[src/rtl/phq_pkg.sv]
package phq_pkg;

    parameter int PC_W  = 16;
    parameter int SEQ_W = 8;

    typedef struct packed {
        logic [PC_W-1:0]  pc;
        logic [PC_W-1:0]  tgt;
        logic [SEQ_W-1:0] seq;
    } phq_rec_t;

    typedef enum logic [2:0] {
        OP_NONE,
        OP_SQUASH,
        OP_RESOLVE,
        OP_COMMIT,
        OP_RECORD
    } phq_op_e;

    // One operation per cycle, fixed priority
    function automatic phq_op_e pick_op(input logic sq, input logic rs,
                                        input logic cm, input logic rc);
        if (sq)      return OP_SQUASH;
        else if (rs) return OP_RESOLVE;
        else if (cm) return OP_COMMIT;
        else if (rc) return OP_RECORD;
        else         return OP_NONE;
    endfunction

endpackage

[src/rtl/phq_store.sv]
module phq_store
    import phq_pkg::*;
#(
    parameter int DEPTH = 8,
    localparam int PTR_W = $clog2(DEPTH)
) (
    input  logic                              clk,
    input  logic                              rst,
    input  logic                              wr_en,
    input  logic [PTR_W-1:0]                  wr_idx,
    input  phq_rec_t                          wr_rec,
    input  logic                              tw_en,
    input  logic [PTR_W-1:0]                  tw_idx,
    input  logic [PC_W-1:0]                   tw_tgt,
    output logic [DEPTH-1:0][PC_W-1:0]        pc_o,
    output logic [DEPTH-1:0][PC_W-1:0]        tgt_o,
    output logic [DEPTH-1:0][SEQ_W-1:0]       seq_o
);

    phq_rec_t mem [DEPTH];

    for (genvar s = 0; s < DEPTH; s++) begin : g_slot
        always_ff @(posedge clk) begin
            if (rst) begin
                mem[s] <= '0;
            end else if (wr_en && wr_idx == PTR_W'(s)) begin
                mem[s] <= wr_rec;
            end else if (tw_en && tw_idx == PTR_W'(s)) begin
                mem[s].tgt <= tw_tgt;
            end
        end
        assign pc_o[s]  = mem[s].pc;
        assign tgt_o[s] = mem[s].tgt;
        assign seq_o[s] = mem[s].seq;
    end

endmodule

[src/rtl/phq_squash_find.sv]
module phq_squash_find
    import phq_pkg::*;
#(
    parameter int DEPTH = 8,
    localparam int PTR_W = $clog2(DEPTH),
    localparam int CNT_W = PTR_W + 1
) (
    input  logic [DEPTH-1:0][SEQ_W-1:0] seq_i,
    input  logic [PTR_W-1:0]            rd_ptr,
    input  logic [CNT_W-1:0]            cnt,
    input  logic [SEQ_W-1:0]            lim,
    output logic [CNT_W-1:0]            keep_cnt
);

    logic [DEPTH-1:0] younger;

    // younger[i]: record at age i (0 = oldest) is live and above the limit
    for (genvar i = 0; i < DEPTH; i++) begin : g_age
        logic [PTR_W-1:0] slot;
        assign slot       = rd_ptr + PTR_W'(i);
        assign younger[i] = (CNT_W'(i) < cnt) && (seq_i[slot] > lim);
    end

    // Oldest flagged age wins; none flagged keeps everything
    always_comb begin
        keep_cnt = cnt;
        for (int i = DEPTH - 1; i >= 0; i--) begin
            if (younger[i]) keep_cnt = CNT_W'(i);
        end
    end

endmodule

[src/rtl/phq_path_view.sv]
module phq_path_view
    import phq_pkg::*;
#(
    parameter int DEPTH    = 8,
    parameter int PATH_LEN = 3,
    localparam int PTR_W = $clog2(DEPTH),
    localparam int CNT_W = PTR_W + 1
) (
    input  logic [DEPTH-1:0][PC_W-1:0] pc_i,
    input  logic [DEPTH-1:0][PC_W-1:0] tgt_i,
    input  logic [PTR_W-1:0]           rd_ptr,
    input  logic [CNT_W-1:0]           cnt,
    output logic [PATH_LEN*PC_W-1:0]   path_tgt,
    output logic [PATH_LEN-1:0]        path_vld,
    output logic [PC_W-1:0]            young_pc
);

    logic [PTR_W-1:0] young_slot;
    assign young_slot = rd_ptr + PTR_W'(cnt) - PTR_W'(1);
    assign young_pc   = (cnt != '0) ? pc_i[young_slot] : '0;

    for (genvar p = 0; p < PATH_LEN; p++) begin : g_path
        logic [PTR_W-1:0] slot;
        assign slot        = rd_ptr + PTR_W'(cnt) - PTR_W'(p + 1);
        assign path_vld[p] = (int'(cnt) > p);
        assign path_tgt[p*PC_W +: PC_W] = path_vld[p] ? tgt_i[slot] : '0;
    end

endmodule

[src/rtl/path_hist_queue.sv]
module path_hist_queue
    import phq_pkg::*;
#(
    parameter int DEPTH    = 8,
    parameter int PATH_LEN = 3,
    localparam int PTR_W  = $clog2(DEPTH),
    localparam int CNT_W  = PTR_W + 1,
    localparam int MARK_W = $clog2(PATH_LEN + 1)
) (
    input  logic                     clk,
    input  logic                     rst,
    input  logic                     rec_valid,
    input  logic [PC_W-1:0]          rec_pc,
    input  logic [PC_W-1:0]          rec_tgt,
    input  logic [SEQ_W-1:0]         rec_seq,
    input  logic                     squash_valid,
    input  logic [SEQ_W-1:0]         squash_seq,
    input  logic                     commit_valid,
    input  logic [SEQ_W-1:0]         commit_seq,
    input  logic                     resolve_valid,
    input  logic [PC_W-1:0]          resolve_tgt,
    output logic [PATH_LEN*PC_W-1:0] path_tgt,
    output logic [PATH_LEN-1:0]      path_vld,
    output logic [PC_W-1:0]          young_pc,
    output logic [CNT_W-1:0]         occupancy,
    output logic [MARK_W-1:0]        head_mark,
    output logic                     full,
    output logic                     overflow
);

    logic [PTR_W-1:0]  rd_ptr;
    logic [CNT_W-1:0]  cnt;
    logic [MARK_W-1:0] hmark;
    logic              ovf_q;

    logic [DEPTH-1:0][PC_W-1:0]  pc_arr;
    logic [DEPTH-1:0][PC_W-1:0]  tgt_arr;
    logic [DEPTH-1:0][SEQ_W-1:0] seq_arr;
    logic [CNT_W-1:0]            keep_cnt;

    phq_op_e    op;
    phq_rec_t   new_rec;
    logic [PTR_W-1:0] tail_slot, young_slot, mark_slot;
    logic       commit_ok, mark_at_limit, do_write, do_fix;

    assign op         = pick_op(squash_valid, resolve_valid, commit_valid, rec_valid);
    assign full       = (cnt == CNT_W'(DEPTH));
    assign tail_slot  = rd_ptr + PTR_W'(cnt);
    assign young_slot = rd_ptr + PTR_W'(cnt) - PTR_W'(1);
    assign mark_slot  = rd_ptr + PTR_W'(hmark);

    assign commit_ok     = (int'(hmark) < int'(cnt)) && (seq_arr[mark_slot] <= commit_seq);
    assign mark_at_limit = (int'(hmark) >= PATH_LEN);

    assign new_rec  = '{pc: rec_pc, tgt: rec_tgt, seq: rec_seq};
    assign do_write = (op == OP_RECORD) && !full;
    assign do_fix   = (op == OP_RESOLVE) && (cnt != '0);

    phq_store #(.DEPTH(DEPTH)) u_store (
        .clk    (clk),
        .rst    (rst),
        .wr_en  (do_write),
        .wr_idx (tail_slot),
        .wr_rec (new_rec),
        .tw_en  (do_fix),
        .tw_idx (young_slot),
        .tw_tgt (resolve_tgt),
        .pc_o   (pc_arr),
        .tgt_o  (tgt_arr),
        .seq_o  (seq_arr)
    );

    phq_squash_find #(.DEPTH(DEPTH)) u_find (
        .seq_i    (seq_arr),
        .rd_ptr   (rd_ptr),
        .cnt      (cnt),
        .lim      (squash_seq),
        .keep_cnt (keep_cnt)
    );

    phq_path_view #(.DEPTH(DEPTH), .PATH_LEN(PATH_LEN)) u_view (
        .pc_i     (pc_arr),
        .tgt_i    (tgt_arr),
        .rd_ptr   (rd_ptr),
        .cnt      (cnt),
        .path_tgt (path_tgt),
        .path_vld (path_vld),
        .young_pc (young_pc)
    );

    always_ff @(posedge clk) begin
        if (rst) begin
            rd_ptr <= '0;
            cnt    <= '0;
            hmark  <= '0;
            ovf_q  <= 1'b0;
        end else begin
            ovf_q <= 1'b0;
            case (op)
                OP_SQUASH: cnt <= keep_cnt;
                OP_COMMIT: begin
                    if (commit_ok) begin
                        if (mark_at_limit) begin
                            rd_ptr <= rd_ptr + PTR_W'(1);
                            cnt    <= cnt - CNT_W'(1);
                        end else begin
                            hmark  <= hmark + MARK_W'(1);
                        end
                    end
                end
                OP_RECORD: begin
                    if (full) ovf_q <= 1'b1;
                    else      cnt   <= cnt + CNT_W'(1);
                end
                default: ;
            endcase
        end
    end

    assign occupancy = cnt;
    assign head_mark = hmark;
    assign overflow  = ovf_q;

    // ---------------- assertions ----------------
    assert_count_bound_R3: assert property (@(posedge clk) disable iff (rst)
        int'(cnt) <= DEPTH);

    assert_drop_when_full_R3: assert property (@(posedge clk) disable iff (rst)
        (rec_valid && !squash_valid && !resolve_valid && !commit_valid && full)
        |=> (overflow && $stable(occupancy)));

    assert_squash_no_grow_R4: assert property (@(posedge clk) disable iff (rst)
        squash_valid |=> (occupancy <= $past(occupancy)) && $stable(head_mark));

    assert_commit_step_R7: assert property (@(posedge clk) disable iff (rst)
        (commit_valid && !squash_valid && !resolve_valid)
        |=> ($stable(occupancy) ||
             ((occupancy + CNT_W'(1) == $past(occupancy)) && $stable(head_mark))));

    assert_mark_limit_R6: assert property (@(posedge clk) disable iff (rst)
        int'(head_mark) <= PATH_LEN);

    assert_resolve_keeps_count_R8: assert property (@(posedge clk) disable iff (rst)
        (resolve_valid && !squash_valid) |=> $stable(occupancy));

endmodule

[config.mk]
export PLATFORM = sky130hd
export DESIGN_NAME = path_hist_queue
export DESIGN_NICKNAME = d
export VERILOG_FILES = /design/src/rtl/phq_pkg.sv /design/src/rtl/phq_store.sv /design/src/rtl/phq_squash_find.sv /design/src/rtl/phq_path_view.sv /design/src/rtl/path_hist_queue.sv
export SDC_FILE = /design/constraint.sdc
export NUM_CORES = 1
export LEC_CHECK = 0
export BUFFER_PORTS_ARGS = -buffer_cell sky130_fd_sc_hd__buf_2
export CAP_MARGIN = 10
export CORE_MARGIN = 2
export CORE_UTILIZATION = 32
export DETAILED_ROUTE_END_ITERATION = 12
export PLACE_DENSITY = 0.5
export SLEW_MARGIN = 20
export SYNTH_ARGS = -nofsm -noshare
export SYNTH_HDL_FRONTEND = slang
export SYNTH_HIERARCHICAL = 1
export SYNTH_SLANG_ARGS = --single-unit
[constraint.sdc]
create_clock -name clk -period 10.5 [get_ports clk]
set_clock_uncertainty 0.15 [all_clocks]
set_input_delay 3.15 -clock clk [delete_from_list [all_inputs] [get_ports clk]]
set_output_delay 3.15 -clock clk [all_outputs]
set_load 0.05 [all_outputs]
==> impl_metrics.csv <==
group,metric,value,unit
synthesis,synth-compound-area-share,0.08639,
grt,antenna_found_initial,11,
synthesis,ys_warn_count,6,
grt,grt_usage,0.1947,
sta,hold_violations,0,
critical_path,required,7.20,ns
critical_path,start_kind,"register",
critical_path,critPathLaunch,"rd_ptr[0]",
synthesis,seq_area_frac_synth,0.4331,
critical_path,critical-path-slowest-cell,"ha_1",
drt,drt_iter0_markers,1361,
grt,grt_pass1_wl,106600,um
sta,rsz0062_at_grt,"false",
drt,drcViolationCount,0,
power,p_per_area,152.9,mW/mm^2
clocking,root_buffer,"clkbuf_16",
run_status,status,"completed",
power,worst_ir_drop_vdd,0.07678,mV
placement,dpl.cell_count,2738,
sta,final-setup-viol-count,0,
sta,fin_tns_setup,0,ns
die,fp-row-count,97,
drt,vias_per_cell,5.664,
drt,ant_nets,0,
critical_path,critPathArrivalTime,4.71,ns
critical_path,r2r-start,"rd_ptr[0]",
cells_and_area,final_cell_count_no_fill,2813,
synthesis,synth_edf_count,320,
synthesis,syn_avg_cell_area,12.98,sq um
synthesis,synth-simple-area-share,0.1255,
drt,drt_wl_total,72190,um
clocking,worstSkewPairLatency,0.55,ns
synthesis,synth_area,0.02265,sq mm
power,intPower,2634,uW
synthesis,ys.flop_type,"edfxtp_1",
sta,final.period_utilization,0.7632,
clocking,clockBufferDepth,3,
placement,io_buffers,152,
cells_and_area,area_growth,13.13,%
synthesis,synth_top_family_by_area,"multiplexers",
power,p_switching,1285,uW
power,p_leak,0.009554,uW
clocking,cts_tree,"yes",
clocking,ctsHtreeMaxLevel,2,
critical_path,timing.critical_path.cells,"ha_4 -> inv_1 -> fa_2 -> buf_4 -> ha_1 -> buf_4 -> mux4_2 -> nand2_1 -> mux2i_1 -> buf_2",
run,drv_cap,0,
sta,slew_viol_final,0,
synthesis,ys_top_cells_by_area,"edfxtp_1, mux4_2, and2_1",
critical_path,crit_fanout,21,
sta,relSlewSlack,0.2350,
synthesis,postSynth.asyncResetShare,0,
die,core_area,0.07003,sq mm
synthesis,postSynthCellCount,1745,
clocking,holdBufCountCts,0,
grt,grtUsageMet2,0.3151,
clocking,post_cts_resized,0,
die,io_pins,153,
die,fp.dieW,270.1,um
critical_path,max_stage_delay,0.93,ns
synthesis,synth_top_area_share,0.4242,
clocking,numCtsBuffers,39,
grt,grt_max_degree,137,
min_path,hp-start,"head_mark[1]",
grt,gr-max-usage-layer,"met2",
clocking,post-cts-setup-buffer-count,0,
min_path,hold_path_class,"register to register",
cells_and_area,nets,2007,
cells_and_area,drive_above_1_share,0.2963,
die,initial_core_util,0.3234,
clocking,clock_sinks,330,
synthesis,synth_fp_nets,1912,
drt,via_count,15930,
critical_path,endpoint_kind,"output port",
sta,max_freq,124.8,MHz
synthesis,ys_ff_latch,330,
synthesis,muxShareOfSynthArea,0.2557,
synthesis,synthXorXnorAreaFrac,0.01105,
cells_and_area,fill_cells,6779,
grt,use_met1,0.2661,
grt,met3_usage,0.03885,
clocking,clkTransAtPathRegs,0.06,ns
power,combPwrFrac,0.273,
synthesis,synth_cell_types,76,
sta,tightest_slew,1.147,ns
critical_path,worst_path_most_repeated_cell,"buf_4",
die,die-area,0.07293,sq mm
power,clkPwrFrac,0.335,
grt,grt_pass1_vias,15990,
die,die-height,270.1,um
drt,wire_per_inst,25.66,um
synthesis,synth_adder_area_share,0.05049,
critical_path,worstSetupPathType,"register to output port",
power,share_seq_of_total_power,0.393,
drt,drt-pass1-iter-count,6,
grt,gr-total-overflow,0,
placement,place_congestion,0.8223,
synthesis,synth.largest_area_cell,"edfxtp_1",
sta,post-route-min-period,8.014,ns
sta,holdWs,0.4434,ns
placement,hpwlAfterDp,45190,um
power,p_sw_frac,0.3278,
-- layout by cell type (no fill, tap or decap), types with 8 or more instances in the layout --
cell type,synthesis,layout
a21oi_1,29,29
a22o_1,119,119
a22o_2,10,10
and2_1,192,192
buf_2,53,152
buf_4,10,53
clkbuf_1,47,10
clkbuf_16,0,40
clkinv_2,0,8
dfxtp_1,10,8
edfxtp_1,320,320
ha_1,85,83
inv_1,36,36
mux2_2,37,37
mux2i_1,87,87
mux4_2,200,200
nand2_1,244,244
nand2b_1,11,11
nand3_1,9,9
nand4_1,15,15
nor2_1,41,35
nor2b_1,10,10
o21ai_0,12,12
o22ai_1,8,8
xnor2_1,8,8
-- final timing paths --
path | end | slack [ns] | depth (start not counted)
setup / recovery | path_tgt[46] | 2.49 | 10
hold reg to reg | head_mark[1] | 0.44 | 2
hold / removal | head_mark[1] | 0.44 | 2
setup reg to reg | occupancy[3] | 5.66 | 16
-- layer usage --
| layer | part of all wire | wire (um) |
|---|---|---|
| met3 | 0.065 | 4717 |
| met4 | 0.023 | 1640 |
| met2 | 0.47 | 33750 |
| met5 | 0.0011 | 80 |
| met1 | 0.44 | 32000 |
-- metrics by stage --
step	util	power [uW]	area (sq um)	setup slack (ns)
4_1_cts	0.3654	3952	25590	2.454
2_1_floorplan	-	2326	22650	2.795
5_1_grt	0.3659	4059	25620	2.309
3_5_place_dp	0.3481	2636	24380	3.037
3_3_place_gp	0.3481	2624	24380	3.021
6_report	0.3659	3918	25620	2.486
-- flip-flops by register name, indices dropped and copies added (netlist names) --
register	flops
rd_ptr	3
occupancy	4
head_mark	2
overflow	1
u_store/mem	320
-- cells in the mapped netlist, types with 36 or more instances --
cell type    n
a22o_1     119
nand2_1    244
ha_1        85
mux2i_1     87
buf_2       53
nor2_1      41
mux4_2     200
edfxtp_1   320
and2_1     192
buf_1       37
mux2_2      37
clkbuf_1    47
inv_1       36
-- final cells by class --
class,count,area (sq um),area share
Clock inverter,21,171.4,0.006689
Sequential cell,330,9814,0.3830
Tap cell,940,1176,0.04590
Timing Repair Buffer,207,1206,0.04707
Antenna cell,3,7.507,0.0002930
Multi-Input combinational cell,1225,12070,0.4711
Clock buffer,50,1039,0.04053
Inverter,37,138.9,0.005420
-- critical path: cells and delay by family (launching register included) --
family                     cells  cell delay [ns]
adders and majority gates      3             1.85
buffers and inverters          4             1.19
DFF                            1             0.56
and+or+nand+nor                1             0.05
muxes                          2             0.50
-- power groups by stage --
stage	Sequential [uW]	Clock, uW	Combinational (uW)
6_report	1540	1310	1070
5_1_grt	1550	1380	1130
4_1_cts	1540	1340	1070
3_5_place_dp	1570	0	1070
3_3_place_gp	1560	0	1060
2_1_floorplan	1560	0	764
-- cell families (layout without fill, tap and decap cells) --
logic type	Yosys count	count (layout)
flops	330	330
buf+inv	190	315
compound gates	236	236
other cells	0	3
xor+xnor	18	18
mux	324	324
fa+ha+maj	89	89
simple gates	558	558
No activity file was read; power rests on OpenSTA's default activity.
